## src/rtl/adc_byte_pkg.sv

```systemverilog
package adc_byte_pkg;

  typedef enum logic [1:0] {
    XF_IDLE = 2'd0,
    XF_LO   = 2'd1,
    XF_HI   = 2'd2
  } xfer_state_e;

  localparam int LANE_LO   = 0;
  localparam int LANE_HI   = 1;
  localparam int NUM_LANES = 2;

endpackage

```

## src/rtl/abp_result_store.sv

```systemverilog
module abp_result_store #(
  parameter int RES_W = 14
) (
  input  logic             clk,
  input  logic             rst_n,
  input  logic             load_i,
  input  logic [RES_W-1:0] result_i,
  input  logic             busy_i,
  output logic [RES_W-1:0] latch_o,
  output logic             upd_o
);

  logic [RES_W-1:0] latch_q, latch_d;
  logic [RES_W-1:0] pend_q;
  logic             pend_v_q, pend_v_d;
  logic             upd_q;
  logic             take_new, take_pend, defer, latch_en;

  always_comb begin
    take_new  = load_i & ~busy_i;
    take_pend = pend_v_q & ~busy_i & ~load_i;
    defer     = load_i & busy_i;
    latch_en  = take_new | take_pend;
    latch_d   = take_new ? result_i : pend_q;
    pend_v_d  = pend_v_q;
    if (defer)         pend_v_d = 1'b1;
    else if (latch_en) pend_v_d = 1'b0;
  end

  always_ff @(posedge clk or negedge rst_n) begin
    if (!rst_n) begin
      latch_q  <= '0;
      pend_q   <= '0;
      pend_v_q <= 1'b0;
      upd_q    <= 1'b0;
    end else begin
      if (latch_en) latch_q <= latch_d;
      if (defer)    pend_q  <= result_i;
      pend_v_q <= pend_v_d;
      upd_q    <= latch_en;
    end
  end

  assign latch_o = latch_q;
  assign upd_o   = upd_q;

  // the held result is frozen while a transfer runs
  assert_frozen_in_xfer_R9: assert property (@(posedge clk) disable iff (!rst_n)
    busy_i |=> $stable(latch_q));

  // a parked load survives until the transfer ends
  assert_defer_kept_R9: assert property (@(posedge clk) disable iff (!rst_n)
    (pend_v_q && busy_i) |=> pend_v_q);

  // no change of the held result without a load or a parked load
  assert_load_only_R4: assert property (@(posedge clk) disable iff (!rst_n)
    (!load_i && !pend_v_q) |=> $stable(latch_q));

endmodule

```

## src/rtl/abp_xfer_ctrl.sv

```systemverilog
module abp_xfer_ctrl
  import adc_byte_pkg::*;
(
  input  logic                 clk,
  input  logic                 rst_n,
  input  logic                 mode_i,
  input  logic                 upd_i,
  input  logic                 send_i,
  output logic                 busy_o,
  output logic [NUM_LANES-1:0] sel_o
);

  xfer_state_e state_q, state_d;
  logic        mode_q;
  logic        start;

  always_comb begin
    start   = (state_q == XF_IDLE) & mode_i & (~mode_q | upd_i);
    state_d = state_q;
    case (state_q)
      XF_IDLE: if (start)  state_d = XF_LO;
      XF_LO:   if (send_i) state_d = XF_HI;
      XF_HI:   if (send_i) state_d = XF_IDLE;
      default:             state_d = XF_IDLE;
    endcase
  end

  always_ff @(posedge clk or negedge rst_n) begin
    if (!rst_n) begin
      state_q <= XF_IDLE;
      mode_q  <= 1'b0;
    end else begin
      state_q <= state_d;
      mode_q  <= mode_i;
    end
  end

  always_comb begin
    sel_o          = '0;
    sel_o[LANE_LO] = (state_q == XF_LO);
    sel_o[LANE_HI] = (state_q == XF_HI);
    busy_o         = (state_q != XF_IDLE);
  end

  // a byte stays until acknowledged
  assert_hold_lo_R7: assert property (@(posedge clk) disable iff (!rst_n)
    (state_q == XF_LO && !send_i) |=> state_q == XF_LO);

  // acknowledge of the high byte ends the transfer
  assert_hi_done_R7: assert property (@(posedge clk) disable iff (!rst_n)
    (state_q == XF_HI && send_i) |=> state_q == XF_IDLE);

  // fresh result with mode held starts a transfer
  assert_held_start_R8: assert property (@(posedge clk) disable iff (!rst_n)
    (state_q == XF_IDLE && upd_i && mode_i) |=> state_q == XF_LO);

  // with mode low no transfer begins
  assert_direct_stay_R5: assert property (@(posedge clk) disable iff (!rst_n)
    (state_q == XF_IDLE && !mode_i) |=> state_q == XF_IDLE);

endmodule

```

## src/rtl/abp_lane_drive.sv

```systemverilog
module abp_lane_drive
  import adc_byte_pkg::*;
#(
  parameter int CNT_W  = 12,
  parameter int LANE_W = 8
) (
  input  logic                            clk,
  input  logic                            rst_n,
  input  logic                            ce_n_i,
  input  logic [NUM_LANES-1:0]            ben_n_i,
  input  logic                            hs_active_i,
  input  logic [NUM_LANES-1:0]            hs_sel_i,
  input  logic [CNT_W+1:0]                latch_i,
  output logic [NUM_LANES-1:0][LANE_W-1:0] lane_data_o,
  output logic [NUM_LANES-1:0]            lane_oe_o
);

  localparam int HI_CNT_W = CNT_W - LANE_W;
  localparam int HI_RAW_W = HI_CNT_W + 2;
  localparam int HI_PAD_W = LANE_W - HI_RAW_W;

  logic [HI_RAW_W-1:0] hi_raw;

  assign hi_raw = {latch_i[CNT_W+1], latch_i[CNT_W], latch_i[CNT_W-1:LANE_W]};
  assign lane_data_o[LANE_LO] = latch_i[LANE_W-1:0];

  if (HI_PAD_W > 0) begin : g_hi_pad
    assign lane_data_o[LANE_HI] = {{HI_PAD_W{1'b0}}, hi_raw};
  end else begin : g_hi_nopad
    assign lane_data_o[LANE_HI] = hi_raw[LANE_W-1:0];
  end

  for (genvar g = 0; g < NUM_LANES; g++) begin : g_lane
    logic dir_q, dir_d;

    assign dir_d = ~ce_n_i & ~ben_n_i[g];

    always_ff @(posedge clk or negedge rst_n) begin
      if (!rst_n) dir_q <= 1'b0;
      else        dir_q <= dir_d;
    end

    assign lane_oe_o[g] = hs_active_i ? hs_sel_i[g] : dir_q;

    // a lane not selected by its enables stays undriven
    assert_dir_gated_R3: assert property (@(posedge clk) disable iff (!rst_n)
      (ce_n_i || ben_n_i[g]) |=> (hs_active_i || !lane_oe_o[g]));
  end

  // exactly one lane driven during a transfer, whatever the enables
  assert_one_lane_R10: assert property (@(posedge clk) disable iff (!rst_n)
    hs_active_i |-> ($countones(lane_oe_o) == 1));

endmodule

```

## src/rtl/adc_byte_port.sv

```systemverilog
module adc_byte_port
  import adc_byte_pkg::*;
#(
  parameter int CNT_W  = 12,
  parameter int LANE_W = 8
) (
  input  logic              clk,
  input  logic              rst_n,
  input  logic              load_i,
  input  logic [CNT_W+1:0]  result_i,
  input  logic              mode_i,
  input  logic              ce_n_i,
  input  logic              lben_n_i,
  input  logic              hben_n_i,
  input  logic              send_i,
  output logic [LANE_W-1:0] lo_data_o,
  output logic              lo_oe_o,
  output logic [LANE_W-1:0] hi_data_o,
  output logic              hi_oe_o,
  output logic              hs_valid_o
);

  localparam int RES_W = CNT_W + 2;

  logic [RES_W-1:0]                latch;
  logic                            upd;
  logic                            busy;
  logic [NUM_LANES-1:0]            sel;
  logic [NUM_LANES-1:0]            ben_n;
  logic [NUM_LANES-1:0][LANE_W-1:0] lane_data;
  logic [NUM_LANES-1:0]            lane_oe;

  assign ben_n[LANE_LO] = lben_n_i;
  assign ben_n[LANE_HI] = hben_n_i;

  abp_result_store #(.RES_W(RES_W)) u_store (
    .clk      (clk),
    .rst_n    (rst_n),
    .load_i   (load_i),
    .result_i (result_i),
    .busy_i   (busy),
    .latch_o  (latch),
    .upd_o    (upd)
  );

  abp_xfer_ctrl u_ctrl (
    .clk    (clk),
    .rst_n  (rst_n),
    .mode_i (mode_i),
    .upd_i  (upd),
    .send_i (send_i),
    .busy_o (busy),
    .sel_o  (sel)
  );

  abp_lane_drive #(.CNT_W(CNT_W), .LANE_W(LANE_W)) u_lanes (
    .clk         (clk),
    .rst_n       (rst_n),
    .ce_n_i      (ce_n_i),
    .ben_n_i     (ben_n),
    .hs_active_i (busy),
    .hs_sel_i    (sel),
    .latch_i     (latch),
    .lane_data_o (lane_data),
    .lane_oe_o   (lane_oe)
  );

  assign lo_data_o  = lane_data[LANE_LO];
  assign hi_data_o  = lane_data[LANE_HI];
  assign lo_oe_o    = lane_oe[LANE_LO];
  assign hi_oe_o    = lane_oe[LANE_HI];
  assign hs_valid_o = busy;

  // a mode edge during a transfer never doubles it
  assert_no_restart_R11: assert property (@(posedge clk) disable iff (!rst_n)
    (busy && sel[LANE_HI] && send_i && !upd) |=> !busy);

endmodule

```

## config.mk

```make
export PLATFORM = sky130hd
export DESIGN_NAME = adc_byte_port
export DESIGN_NICKNAME = d
export VERILOG_FILES = /design/src/rtl/adc_byte_pkg.sv /design/src/rtl/abp_result_store.sv /design/src/rtl/abp_xfer_ctrl.sv /design/src/rtl/abp_lane_drive.sv /design/src/rtl/adc_byte_port.sv
export SDC_FILE = /design/constraint.sdc
export NUM_CORES = 1
export LEC_CHECK = 0
export BUFFER_PORTS_ARGS = -buffer_cell sky130_fd_sc_hd__buf_2
export CORE_ASPECT_RATIO = 1.5
export CORE_MARGIN = 4
export CORE_UTILIZATION = 36
export CTS_CLUSTER_SIZE = 10
export DETAILED_ROUTE_END_ITERATION = 8
export GPL_ROUTABILITY_DRIVEN = 0
export GPL_TIMING_DRIVEN = 1
export PLACE_DENSITY = 0.68
export SYNTH_ARGS = -nofsm -noshare
export SYNTH_HDL_FRONTEND = slang
export SYNTH_SLANG_ARGS = --single-unit
```

## constraint.sdc

```tcl
create_clock -name clk -period 1.8 [get_ports clk]
set_input_delay 0.18 -clock clk [delete_from_list [all_inputs] [get_ports clk]]
set_output_delay 0.18 -clock clk [all_outputs]
set_load 0.02 [all_outputs]
```

==> flow_metrics.tcl <==
set metrics [dict create \
    outcome "complete, no violations" \
    busiest_layer "met2" \
    grtUsageMet2_pct 18.1 \
    die_w_um 63.0 \
    cp_max_fo 15 \
    syn_to_final_growth_pct 16.5 \
    ys_seq_elements 35 \
    hold_violations 0 \
    grt_use_total_pct 11.8 \
    place_area_mm2 0.00182 \
    holdPathStages 1 \
    avgSynthCellArea_um2 15.7 \
    antenna_left 0 \
    worstSetupPathType "reg -> reg" \
    synth_top_area_share_pct 53.7 \
    end_kind "register" \
    period_share_pct 83.8 \
    synthDistinctLibCells 20 \
    path_clk_slew_ns 0.06 \
    slew_headroom_pct 50.3 \
    num_vias 908 \
    drt-total-wl_um 3010 \
    critPathArrivalTime_ns 1.67 \
    vias_per_cell 4.75 \
    layout_commonest_cell "buf_2" \
    cts.htree.levels 2 \
    setup_viol 0 \
    final_cell_mix "38 x buf_2, 35 x dfrtp_1, 22 x mux2_4" \
    drive_gt1_share_pct 62.8 \
    critPathLaunchType "register" \
    nNetsFinal 168 \
    max_cap_violations 0 \
    max_freq_mhz 663 \
    clock_path_buffers 2 \
    first_iter_violations 28 \
    yosysWarnings 0 \
    timing.clock.skew_ns 0.00132 \
    maxSlewViolCount 0 \
    antenna_found_initial 0 \
    peakVddDrop_mv 0.515 \
    dp_cells 184 \
    post_cts_resized 0 \
    synthCells 104 \
    routedWlPerCell_um 15.7 \
    insertion_delay_ns 0.28 \
    reg2reg_depth 4 \
    rsz0062_at_grt "false" \
    root_buffer "clkbuf_8" \
    fill_cells 402 \
    num_rows 29 \
    cts_buffers 5 \
    rrSetupSlack_ns 0.29 \
    period_needed_ns 1.51 \
    hold_path.class "in -> reg" \
    p_leak_nw 0.943 \
    clock-sinks 35 \
    cts_setup_buffers 0 \
    port_buffers 38 \
    core_mm2 0.00432 \
    fin_area_mm2 0.00190 \
    yosysSeqAreaShare_pct 53.7 \
    dieArea_mm2 0.00570 \
    yosys-top-cells-area "dfrtp_1 54%, mux2_4 20%, mux2_2 14%, nor2_1 1.8%, buf_6 1.4%" \
    grt-ovfl-total 0 \
    tightest_slew_ns 0.746 \
    drc 0 \
    grtUsageMet3_pct 3.99 \
    cts_tree "yes" \
    drt_pre_antenna_iters 3 \
    n_antenna_cell 0 \
    power_density_mw_per_mm2 1850 \
    layoutNonFillerInstCount 191 \
    ioPinCount 41 \
    die_y_um 90.5 \
    initial_utilization_pct 37.8 \
    synth_area_leader_cell "dfrtp_1" \
    ctsHoldBuffers 1 \
    met1_usage_pct 13.2 \
    synthesis.area_mm2 0.00163 \
    grt_pass1_vias 1018 \
    setup_tns_ns 0 \
    dp_hpwl_um 2210 \
    grt_first_pass_wirelength_um 5010 \
    grt_max_degree 36 \
    cp.required_ns 1.97 \
]
synthesized netlist by cell type:
cell type	number
buf_8	1
nor2_8	1
buf_6	2
inv_4	1
nor2_4	1
buf_12	1
nor2_1	8
mux2_2	20
o21ai_0	1
mux2_4	22
nand3b_1	1
nand2b_1	1
nor2_2	1
a21oi_1	1
or2b_1	1
conb_1	1
buf_4	2
nand2_4	1
nand2_1	2
dfrtp_1	35
where the power goes:
group / internal, W / switching, W / leakage (nW)
clock: 0.000257 / 0.000249 / 0.0371
sequential: 0.00116 / 0.000224 / 0.417
combinational: 0.000873 / 0.000746 / 0.489
cells by family (layout without fill, tap and decap cells):
group | Yosys count | count (layout) | synth area share, %
other | 1 | 2 | 0.230
DFF | 35 | 35 | 53.7
buffers and inverters | 7 | 47 | 4.83
AOI/OAI and AO/OA | 2 | 2 | 0.613
muxes | 42 | 42 | 34.0
and+or+nand+nor | 17 | 17 | 6.60
sequential cells by signal (all words and copies together), names as in the netlist:
name,flops
u_ctrl.mode_q,1
u_store.pend_q,14
u_store.latch_o,14
u_store.pend_v_q,1
u_ctrl.state_q,2
u_store.upd_o,1
u_lanes.g_lane.dir_q,2
path summary, 6_finish.rpt:
| kind | startpoint | end |
|---|---|---|
| min in group asynchronous | rst_n | u_store.pend_q[0] |
| max in group asynchronous | rst_n | u_store.latch_o[12] |
| min | mode_i | u_ctrl.mode_q |
| min reg2reg | u_store.pend_q[6] | u_store.pend_q[6] |
| max | u_ctrl.state_q[1] | u_store.latch_o[1] |
| max reg2reg | u_ctrl.state_q[1] | u_store.latch_o[1] |
through the flow:
stage               hold slack (ns)  utilization [%]  setup WS [ns]  total power (W)
finish                       0.0187             44.0          0.291          0.00351
global route                0.00808             44.0          0.205          0.00373
CTS                         0.00382             44.0          0.277          0.00357
detailed placement            0.294             42.1          0.294          0.00304
global placement              0.271             42.1          0.334          0.00296
floorplan                    -0.116                -          0.399          0.00269
routing by layer:
metal | vias to the layer above | routed length, µm
met4 | 0 | 108
met1 | 445 | 1190
met5 | - | 0
met3 | 7 | 176
met2 | 26 | 1530
li1 | 430 | -
worst max-delay path: stages (launching register included):
cell	delay, ns
dfrtp_1	0.43
nor2_2	0.19
inv_4	0.08
nor2_8	0.31
mux2_2	0.38
final cells by class:
type                    instances  area, µm²  area share [%]
repair buffers                 40        208            10.9
multi-input cells              63        681            35.8
clock buffers                   6       72.6            3.82
well taps                      46       57.6            3.03
flip-flops and latches         35        876            46.1
inverters                       1       6.26           0.329
No activity file was read; power rests on OpenSTA's default activity.
